$ cat src/rtl/rstc_pkg.sv
package rstc_pkg;

    typedef enum logic {
        TR_RUN  = 1'b0,
        TR_FIRE = 1'b1
    } trig_state_t;

    typedef enum logic {
        PL_IDLE = 1'b0,
        PL_HOLD = 1'b1
    } pll_state_t;

endpackage

$ cat src/rtl/rstc_sync.sv
module rstc_sync #(
    parameter int STAGES = 2
) (
    input  logic clk,
    input  logic async_n,
    output logic sync_n
);

    logic [STAGES-1:0] chain_q;

    generate
        if (STAGES == 1) begin : g_one
            always_ff @(posedge clk or negedge async_n) begin
                if (!async_n) chain_q <= '0;
                else          chain_q <= 1'b1;
            end
        end else begin : g_many
            always_ff @(posedge clk or negedge async_n) begin
                if (!async_n) chain_q <= '0;
                else          chain_q <= {chain_q[STAGES-2:0], 1'b1};
            end
        end
    endgenerate

    assign sync_n = chain_q[STAGES-1];

endmodule

$ cat src/rtl/rstc_trig_run.sv
module rstc_trig_run
    import rstc_pkg::*;
#(
    parameter int RUN_LEN = 32
) (
    input  logic clk,
    input  logic rst_n,
    input  logic slot_valid,
    input  logic slot_match,
    output logic fire_n
);

    localparam int CW = $clog2(RUN_LEN + 1);
    localparam logic [CW-1:0] LAST = CW'(RUN_LEN - 1);

    trig_state_t    state_q, state_nx;
    logic [CW-1:0]  cnt_q, cnt_nx;

    always_ff @(posedge clk or negedge rst_n) begin
        if (!rst_n) begin
            state_q <= TR_RUN;
            cnt_q   <= '0;
        end else begin
            state_q <= state_nx;
            cnt_q   <= cnt_nx;
        end
    end

    always_comb begin
        state_nx = state_q;
        cnt_nx   = cnt_q;
        unique case (state_q)
            TR_RUN: begin
                if (slot_valid) begin
                    if (!slot_match) begin
                        cnt_nx = '0;
                    end else if (cnt_q == LAST) begin
                        cnt_nx   = '0;
                        state_nx = TR_FIRE;
                    end else begin
                        cnt_nx = cnt_q + 1'b1;
                    end
                end
            end
            TR_FIRE: begin
                cnt_nx   = '0;
                state_nx = TR_RUN;
            end
            default: begin
                cnt_nx   = '0;
                state_nx = TR_RUN;
            end
        endcase
    end

    always_comb begin
        fire_n = (state_q != TR_FIRE);
    end

    // a firing cycle follows a sampled matching slot
    a_r4_fire_after_match: assert property (@(posedge clk) disable iff (!rst_n)
        $fell(fire_n) |-> $past(slot_valid && slot_match));

    // the generated reset lasts one cycle only
    a_r4_fire_single: assert property (@(posedge clk) disable iff (!rst_n)
        !fire_n |=> fire_n);

    // the run counter never passes the run length
    a_r4_no_overflow: assert property (@(posedge clk) disable iff (!rst_n)
        cnt_q <= LAST);

endmodule

$ cat src/rtl/rstc_pll_stretch.sv
module rstc_pll_stretch
    import rstc_pkg::*;
#(
    parameter int CYCLES = 160
) (
    input  logic clk,
    input  logic rst_n,
    input  logic req,
    output logic pulse
);

    localparam int CW = $clog2(CYCLES + 1);
    localparam logic [CW-1:0] RELOAD = CW'(CYCLES - 1);

    pll_state_t    state_q, state_nx;
    logic [CW-1:0] cnt_q, cnt_nx;

    always_ff @(posedge clk or negedge rst_n) begin
        if (!rst_n) begin
            state_q <= PL_IDLE;
            cnt_q   <= '0;
        end else begin
            state_q <= state_nx;
            cnt_q   <= cnt_nx;
        end
    end

    always_comb begin
        state_nx = state_q;
        cnt_nx   = cnt_q;
        unique case (state_q)
            PL_IDLE: begin
                if (req) begin
                    state_nx = PL_HOLD;
                    cnt_nx   = RELOAD;
                end
            end
            PL_HOLD: begin
                if (req) begin
                    cnt_nx = RELOAD;
                end else if (cnt_q == '0) begin
                    state_nx = PL_IDLE;
                end else begin
                    cnt_nx = cnt_q - 1'b1;
                end
            end
            default: begin
                state_nx = PL_IDLE;
                cnt_nx   = '0;
            end
        endcase
    end

    always_comb begin
        pulse = (state_q == PL_HOLD);
    end

    // a request always leaves the pulse high next cycle
    a_r8_req_starts: assert property (@(posedge clk) disable iff (!rst_n)
        req |=> pulse);

    // a request reloads the full count
    a_r9_reload: assert property (@(posedge clk) disable iff (!rst_n)
        req |=> (cnt_q == RELOAD));

    // the pulse ends only after the count has run out
    a_r8_ends_at_zero: assert property (@(posedge clk) disable iff (!rst_n)
        $fell(pulse) |-> $past(cnt_q == '0));

endmodule

$ cat src/rtl/chip_reset_hub.sv
module chip_reset_hub #(
    parameter int TRIG_RUN    = 32,
    parameter int PLL_CYCLES  = 160,
    parameter int SYNC_STAGES = 2
) (
    input  logic       clk,
    input  logic       pad_rst_a_n,
    input  logic       pad_rst_b_n,
    input  logic       por_n,
    input  logic [2:0] rad_hit,
    input  logic       slot_valid,
    input  logic       slot_match,
    input  logic       xor_pad_a_n,
    input  logic       xor_pad_b_n,
    input  logic       cmd_sys,
    input  logic       cmd_soft,
    input  logic       cmd_pll,
    output logic       hard_rst_n,
    output logic       logic_rst_n,
    output logic       reg_rst_n,
    output logic       pll_rst
);

    logic rad_vote_n;
    logic async_src_n;
    logic async_sync_n;
    logic trig_fire_n;
    logic combined_n;
    logic mask_term;

    // Radiation vote: all three cells must agree, then invert to active low
    assign rad_vote_n  = ~(&rad_hit);
    assign async_src_n = pad_rst_a_n & pad_rst_b_n & por_n & rad_vote_n;

    rstc_sync #(
        .STAGES (SYNC_STAGES)
    ) u_sync (
        .clk     (clk),
        .async_n (async_src_n),
        .sync_n  (async_sync_n)
    );

    rstc_trig_run #(
        .RUN_LEN (TRIG_RUN)
    ) u_trig (
        .clk        (clk),
        .rst_n      (async_sync_n),
        .slot_valid (slot_valid),
        .slot_match (slot_match),
        .fire_n     (trig_fire_n)
    );

    assign combined_n = async_sync_n & trig_fire_n;
    assign mask_term  = ~(xor_pad_a_n & xor_pad_b_n);
    assign hard_rst_n = combined_n ^ mask_term;

    always_ff @(posedge clk or negedge hard_rst_n) begin
        if (!hard_rst_n) begin
            logic_rst_n <= 1'b0;
            reg_rst_n   <= 1'b0;
        end else begin
            logic_rst_n <= ~(cmd_sys | cmd_soft);
            reg_rst_n   <= ~cmd_soft;
        end
    end

    rstc_pll_stretch #(
        .CYCLES (PLL_CYCLES)
    ) u_pll (
        .clk   (clk),
        .rst_n (hard_rst_n),
        .req   (cmd_pll),
        .pulse (pll_rst)
    );

    // the register domain never resets without the logic domain
    a_r7_soft_nests: assert property (@(posedge clk) disable iff (!hard_rst_n)
        !reg_rst_n |-> !logic_rst_n);

    // a system command alone leaves the register domain running
    a_r6_sys_spares_regs: assert property (@(posedge clk) disable iff (!hard_rst_n)
        (cmd_sys && !cmd_soft) |=> reg_rst_n);

    // a low hard reset holds every domain in reset
    a_r10_hard_covers: assert property (@(posedge clk) disable iff (!por_n)
        !hard_rst_n |-> (!pll_rst && !logic_rst_n && !reg_rst_n));

    // domain commands never raise the PLL reset
    a_r6_no_pll_side: assert property (@(posedge clk) disable iff (!hard_rst_n)
        (!pll_rst && !cmd_pll) |=> !pll_rst);

endmodule

$ cat config.mk
export PLATFORM = sky130hd
export DESIGN_NAME = chip_reset_hub
export DESIGN_NICKNAME = d
export VERILOG_FILES = /design/src/rtl/rstc_pkg.sv /design/src/rtl/rstc_sync.sv /design/src/rtl/rstc_trig_run.sv /design/src/rtl/rstc_pll_stretch.sv /design/src/rtl/chip_reset_hub.sv
export SDC_FILE = /design/constraint.sdc
export NUM_CORES = 1
export LEC_CHECK = 0
export BUFFER_PORTS_ARGS = -buffer_cell sky130_fd_sc_hd__buf_2
export CORE_MARGIN = 5
export CORE_UTILIZATION = 48
export CTS_BUF_LIST = sky130_fd_sc_hd__clkbuf_4 sky130_fd_sc_hd__clkbuf_8 sky130_fd_sc_hd__clkbuf_16
export DETAILED_ROUTE_END_ITERATION = 8
export GPL_TIMING_DRIVEN = 0
export PLACE_DENSITY = 0.76
export SETUP_SLACK_MARGIN = 0.4
export SLEW_MARGIN = 10
export SYNTH_ARGS = -nofsm -noshare
export SYNTH_HDL_FRONTEND = slang
export SYNTH_SLANG_ARGS = --single-unit
$ cat constraint.sdc
create_clock -name clk -period 1.3 [get_ports clk]
set_input_delay 0.13 -clock clk [delete_from_list [all_inputs] [get_ports clk]]
set_output_delay 0.13 -clock clk [all_outputs]
set_load 0.02 [all_outputs]
After elaboration in Yosys (flattened, before gate mapping)
Cells that the tools add are included.
{"block": "totals", "register_bits": 20, "input_bits": 14, "output_inout_bits": 4, "elab_cells": 45}
{"block": "op_classes", "n_addsub": 2, "n_eq_ne": 4, "n_mux": 16, "n_bitwise": 13, "n_reduce_logical": 3}
{"operator": "$mux 8", "n": 3}
{"operator": "$mux 6", "n": 3}
{"operator": "$pmux 8 s2", "n": 1}
{"operator": "$pmux 6 s2", "n": 1}
{"operator": "$logic_not 8->1", "n": 1}
{"operator": "$sub 8x1->8 const B", "n": 1}
{"operator": "$add 6x1->6 const B", "n": 1}
{"operator": "$eq 6x5->1 const B", "n": 1}
{"operator": "$mux 1", "n": 6}
{"operator": "$not 1->1", "n": 6}
{"operator": "$and 1x1->1", "n": 5}
{"operator": "$ne 2x2->1 const B", "n": 2}
{"operator": "$pmux 1 s2", "n": 2}
{"operator": "$ne 3x3->1 const B", "n": 1}
{"operator": "$reduce_and 3->1", "n": 1}
{"operator": "$reduce_and 2->1", "n": 1}
{"operator": "$or 1x1->1", "n": 1}
{"operator": "$xor 1x1->1", "n": 1}

Longest topological paths before layout
{"block": "logic_depth", "word_depth": 5, "depth_mapped": 5, "ltp_nobuf": 5}

Modules after synthesis
Synthesis repeated with hierarchy kept, for this count alone.
{"block": "hier_totals", "hier_cells": 103, "hier_area_um2": 1053.5}
{"mod": "rstc_pll_stretch", "instances": 1, "cells_per_inst": 48, "area_per_inst_um2": 493.0, "seq_area_each_um2": 225.2}
{"mod": "rstc_trig_run", "instances": 1, "cells_per_inst": 43, "area_per_inst_um2": 421.7, "seq_area_each_um2": 175.2}
{"mod": "chip_reset_hub", "instances": 1, "cells_per_inst": 9, "area_per_inst_um2": 85.1, "seq_area_each_um2": 50.0}
{"mod": "rstc_sync", "instances": 1, "cells_per_inst": 3, "area_per_inst_um2": 53.8, "seq_area_each_um2": 50.0}

Worst setup path before layout
No wires, ideal clock.
{"block": "synth_path", "path_type": "reg2out", "from": "register u_trig.state_q", "to": "output hard_rst_n", "t_arrival_ns": 1.551, "required_time_ns": 1.170, "setup_slack_ns": -0.381, "path_stages_with_launch": 3, "n_path_buf": 0, "cell_sequence": "dfrtp_1 -> nand2b_1 -> xnor2_1"}
{"block": "synth_between", "elab_chain_cells": 3}
{"element": "start: declaration", "line": "rstc_trig_run.sv:16", "text": "trig_state_t state_q, state_nx;"}
{"element": "start signal: assignment", "line": "rstc_trig_run.sv:24", "text": "state_q <= state_nx;"}
{"element": "$not 1->1", "line": "rstc_trig_run.sv:57", "text": "fire_n = (state_q != TR_FIRE);"}
{"element": "$and 1x1->1", "line": "chip_reset_hub.sv:53", "text": "assign combined_n = async_sync_n & trig_fire_n;"}
{"element": "$xor 1x1->1", "line": "chip_reset_hub.sv:55", "text": "assign hard_rst_n = combined_n ^ mask_term;"}
{"element": "end: declaration", "line": "chip_reset_hub.sv:18", "text": "output logic hard_rst_n,"}
Every way passes these cells.

Final worst setup path
{"block": "layout_path", "from": "register u_pll.cnt_q[5]", "to": "register u_pll.cnt_q[6]"}
{"block": "layout_between", "elab_chain_cells": 4, "elab_cells_between_ends": 7, "cone_classes": "add/sub (1); eq/ne (1); mux (3); reduce/logical (2)"}
{"element": "start: declaration", "line": "rstc_pll_stretch.sv:16", "text": "logic [CW-1:0] cnt_q, cnt_nx;"}
{"element": "start signal: assignment", "line": "rstc_pll_stretch.sv:24", "text": "cnt_q <= cnt_nx;"}
{"element": "$sub 8x1->8", "line": "rstc_pll_stretch.sv:44", "text": "cnt_nx = cnt_q - 1'b1;"}
{"element": "$mux 8", "line": "rstc_pll_stretch.sv:41", "text": "end else if (cnt_q == '0) begin"}
{"element": "$mux 8", "line": "rstc_pll_stretch.sv:39", "text": "if (req) begin"}
{"element": "$pmux 8 s2", "line": "rstc_pll_stretch.sv:31", "text": "unique case (state_q)"}
Several ways; a longest one is shown, not always the timed one. The select of a mux whose other input is x is not followed.
A chain may end at the register's enable or synchronous reset.

==> results.md <==
- The worst-case clock buffer depth is 2.
- The register bit total from synthesis is 20.
- Dividing the detail-routed wire length by the instance count gives 17.1 um.
- Summed over all failing endpoints, the final setup total negative slack is -2070 ps.
- Measured along the x axis, the die boundary spans 56.3 um.
- Wires add up to 3.00 mm.
- The number of pins exceeding their max-slew limit in the final report is 0.
- In this design, the largest share of critical-path delay is due to simple AND/OR/NAND/NOR gates.
- The die boundary height is 56.3 um.
- The analysis attributes to cell leakage a power of 0.679 nW.
- The total area of multi-input combinational cells is 674 um2.
- The global-route congestion overflow total is 0.
- STA classifies the critical path endpoint as a flop.
- The area inside the core boundary is 2000 um2.
- The worst setup margin is -297 ps.
- The global routing usage summed across all routing layers is 18.6%.
- During placement, the flow inserted port buffers numbering 15.
- The run finished, with violations left.
- The count of buffering cells on the critical path with inverters included is 1.
- 0 antenna diodes ended up in the layout.
- The register clock-pin slew on the reported worst setup and hold paths is 110 ps.
- From synthesis to final layout, the design area changed by 60.8%.
- Setup repair after global routing could not meet its margin everywhere.
- The reg-to-reg startpoint is u_pll.cnt_q[5]$_DFFE_PN0P_.
- The count of cell types in the netlist is 35.
- The largest fanout of any net on the critical path is 2.
- The Yosys step of the flow raised 0 warnings.
- The net count of the mapped netlist is 118.
- The first-pass GRT wire length is 4.67 mm.
- Across the run, the number of max-cap violations was 0.
- The critical path start-end classification is reg -> reg.
- The library cell contributing the largest single delay on the critical path is sky130_fd_sc_hd__or4b_4.
- The hold slack is 34.5 ps.
- Counting cells, the worst reg-to-reg path comes to 4.
- After detailed routing, the number of remaining DRC violations is 0.
- The initial antenna violation count is 0.
- The data arrival at the endpoint of the critical path is 1840 ps.
- The number of buffers added by the clock tree synthesis step is 3.
- The total power density per cell area is 894 nW/um2.
- The number of DRC markers after the initial detailed-route iteration is 35.
- The maximum VDD drop is 0.714 mV.
- The main flop type after synthesis is sky130_fd_sc_hd__dfrtp_1.
- The number of endpoints with negative hold slack in the final report is 0.
- The number of setup violations in the final report is 10.
- Detailed routing inserted a total of 1015 vias.
- The fraction of the yosys area taken by sequential cells is 48.7%.
- The internal reg-to-reg setup slack is -300 ps.
- Across the whole layout, storage elements account for 508 um2.
- The final reports fail on negative setup slack.
- The maximum frequency from static timing analysis is 0.626 GHz.
- Clock skew on the completed layout was measured at 5.27 ps.
- The initial standard-cell utilization of the core is 51.3%.
- Before antenna repair, the detailed router went through 4 iterations.
- In the synthesized netlist the async set-or-reset flop fraction comes to 100%.
- The number of core rows is 16.
- The layout net count is 166.
- The antenna violation net count after detailed routing is 0.
- The shortest clock period the worst path allows after layout is 1600 ps.
- The number of ports placed on the die boundary is 18.
- TritonCTS built the clock tree.
- Entering global routing, the biggest net connects 12 pins.
- The later-pin clock latency in the skew report is 300 ps.
- Overall power consumption after layout is estimated at 1.48 mW.
- The mapped cell area is 1030 um2.
- The signal on the critical path passes through buf_6 -> or3_4 -> or4b_4 -> a21oi_2.
- The slew of the pin with the lowest slew margin is 581 ps.
- The die covers 3170 um2.
- The number of filler instances in the final layout is 104.
- The worst setup path is launched from a flop.
- For the worst setup path, the data required time is 1540 ps.
- Routability-driven placement finished with a final weighted congestion of 0.887.
- The number of enable-type register cells in the synthesized netlist is 0.
- The post-route netlist has 50.7% of its cells at a drive strength greater than 1.
- The class of the tightest hold or removal check is in -> async.
- Synthesis handed over a netlist of 101 instances.
- The HPWL after detailed placement is 1.53 mm.
- The mean cell area of the mapped netlist is 10.2 um2.
- The root buffer cell chosen for the clock tree is sky130_fd_sc_hd__clkbuf_4.
- The total number of H-tree levels is 1.
- The via density per instance is 5.80.
- The worst path uses 123% of the clock period.
- The largest stage delay on the critical path is 520 ps.
- The endpoint identified for the worst register-to-register timing path is u_pll.cnt_q[6]$_DFFE_PN0P_.
- The number of sinks on the clock net is 20.
- The worst pin sits at a relative slew slack of 61.3%.
- The via count of the first global-routing pass is 1018.
## cell type report
cell class / count / area share (%)
clock buffers: 4 / 2.20
flip-flops and latches: 20 / 30.8
inverters: 7 / 1.59
repair buffers: 43 / 22.0
plain buffers: 2 / 0.530
multi-input cells: 72 / 40.8
well taps: 27 / 2.05
## tightest hold or removal path, stage by stage
cell	delay, ps
sky130_fd_sc_hd__buf_2	90
sky130_fd_sc_hd__nand2_1	140
sky130_fd_sc_hd__xnor2_4	140
sky130_fd_sc_hd__buf_4	190
## sequential cells by signal, indices dropped and copies added, names as in the netlist
| register | cells |
|---|---|
| logic_rst_n | 1 |
| reg_rst_n | 1 |
| u_pll.cnt_q | 8 |
| u_pll.pulse | 1 |
| u_sync.chain_q | 2 |
| u_trig.cnt_q | 6 |
| u_trig.state_q | 1 |
## cell usage after synthesis, types with 3 or more instances
cell | number | share of area, %
sky130_fd_sc_hd__nor2b_1 | 3 | 1.8
sky130_fd_sc_hd__mux2i_1 | 3 | 2.9
sky130_fd_sc_hd__nand3_1 | 6 | 2.9
sky130_fd_sc_hd__o21ai_0 | 6 | 2.9
sky130_fd_sc_hd__inv_1 | 7 | 2.6
sky130_fd_sc_hd__a31oi_1 | 3 | 1.8
sky130_fd_sc_hd__ha_1 | 3 | 3.7
sky130_fd_sc_hd__dfrtp_1 | 20 | 49
sky130_fd_sc_hd__or2_2 | 3 | 1.8
sky130_fd_sc_hd__nor2_1 | 5 | 1.8
sky130_fd_sc_hd__nand2_1 | 4 | 1.5
sky130_fd_sc_hd__nand2b_1 | 6 | 3.7
sky130_fd_sc_hd__a21oi_1 | 6 | 2.9
## placed cells by master, fill, tap and decap left out, types with 2 or more instances in the layout
cell type                       instances
sky130_fd_sc_hd__dfrtp_1               14
sky130_fd_sc_hd__buf_4                 12
sky130_fd_sc_hd__buf_2                 11
sky130_fd_sc_hd__buf_6                 11
sky130_fd_sc_hd__dlygate4sd3_1          8
sky130_fd_sc_hd__inv_1                  7
sky130_fd_sc_hd__dfrtp_2                6
sky130_fd_sc_hd__nand2_1                4
sky130_fd_sc_hd__nor2_1                 4
sky130_fd_sc_hd__o21ai_1                4
sky130_fd_sc_hd__a31oi_1                3
sky130_fd_sc_hd__nand2b_4               3
sky130_fd_sc_hd__a21oi_2                3
sky130_fd_sc_hd__a21oi_1                3
sky130_fd_sc_hd__nand2b_1               3
sky130_fd_sc_hd__clkbuf_4               3
sky130_fd_sc_hd__nand3_1                2
sky130_fd_sc_hd__or4_4                  2
sky130_fd_sc_hd__nand3_4                2
sky130_fd_sc_hd__nand3b_1               2
sky130_fd_sc_hd__or4b_4                 2
sky130_fd_sc_hd__o21ai_0                2
sky130_fd_sc_hd__or2_2                  2
sky130_fd_sc_hd__o211ai_1               2
sky130_fd_sc_hd__nand3_2                2
sky130_fd_sc_hd__nor2b_1                2
sky130_fd_sc_hd__mux2i_1                2
sky130_fd_sc_hd__ha_1                   2
## stage by stage
| step | worst slack (ps) | std cells | instance area (um2) | util, % |
|---|---|---|---|---|
| 4_1_cts | -304 | 167 | 1510 | 75.6 |
| 5_1_grt | -359 | 175 | 1650 | 82.5 |
| 3_5_place_dp | -335 | 143 | 1200 | 60.2 |
| 6_report | -297 | 175 | 1650 | 82.5 |
| 3_3_place_gp | -285 | 143 | 1200 | 60.2 |
| 2_1_floorplan | -244 | 101 | 1100 | - |
## report_power, final
| part | internal [mW] | switching, mW |
|---|---|---|
| Sequential | 0.672 | 0.0551 |
| Combinational | 0.204 | 0.184 |
| Clock | 0.171 | 0.190 |
## kinds of logic (layout without fill, tap and decap cells)
kind of cell | Yosys count | count (layout) | share of synthesized area, %
and+or+nand+nor | 37 | 37 | 21.3
AOI/OAI and AO/OA | 27 | 27 | 18.8
DFF | 20 | 20 | 48.7
buffers and inverters | 9 | 56 | 3.41
adders and majority gates | 3 | 3 | 3.65
muxes | 3 | 3 | 2.92
other | 1 | 1 | 0.365
xor gates and xnor gates | 1 | 1 | 0.853
## layer usage
layer  part of all wire (%)  global-route usage, %  vias to the layer above
li1                       -                      -                      459
met1                     38                   22.9                      502
met2                     54                   32.9                       50
met3                    6.9                   3.44                        4
met4                   0.90                   5.76                        0
met5                      0                      0                        -
## timing repair
item | in CTS | in global routing
hold endpoints to repair | 4 | 0
setup endpoints to repair | 31 | 20
buffers inserted | 12 | 8
pin swaps | 14 | 12
hold buffers | 8 | 0
gates resized for setup | 29 | 17
## worst max path at each step
| stage | startpoint | endpoint | slack [ps] | cells past startpoint |
|---|---|---|---|---|
| 3_5_place_dp | u_pll.cnt_q[6]$_DFFE_PN0P_ | u_pll.cnt_q[7]$_DFFE_PN0P_ | -340 | 3 |
| 5_1_grt | u_pll.cnt_q[0]$_DFFE_PN0P_ | u_pll.cnt_q[6]$_DFFE_PN0P_ | -360 | 5 |
| 4_1_cts | u_pll.cnt_q[5]$_DFFE_PN0P_ | u_pll.cnt_q[6]$_DFFE_PN0P_ | -300 | 4 |
| 3_3_place_gp | u_pll.cnt_q[6]$_DFFE_PN0P_ | u_pll.cnt_q[7]$_DFFE_PN0P_ | -290 | 3 |
| 6_report | u_pll.cnt_q[5]$_DFFE_PN0P_ | u_pll.cnt_q[6]$_DFFE_PN0P_ | -300 | 4 |
| 2_1_floorplan | u_pll.cnt_q[6]$_DFFE_PN0P_ | u_pll.cnt_q[7]$_DFFE_PN0P_ | -240 | 3 |
Power figures use the tool's default switching activity.
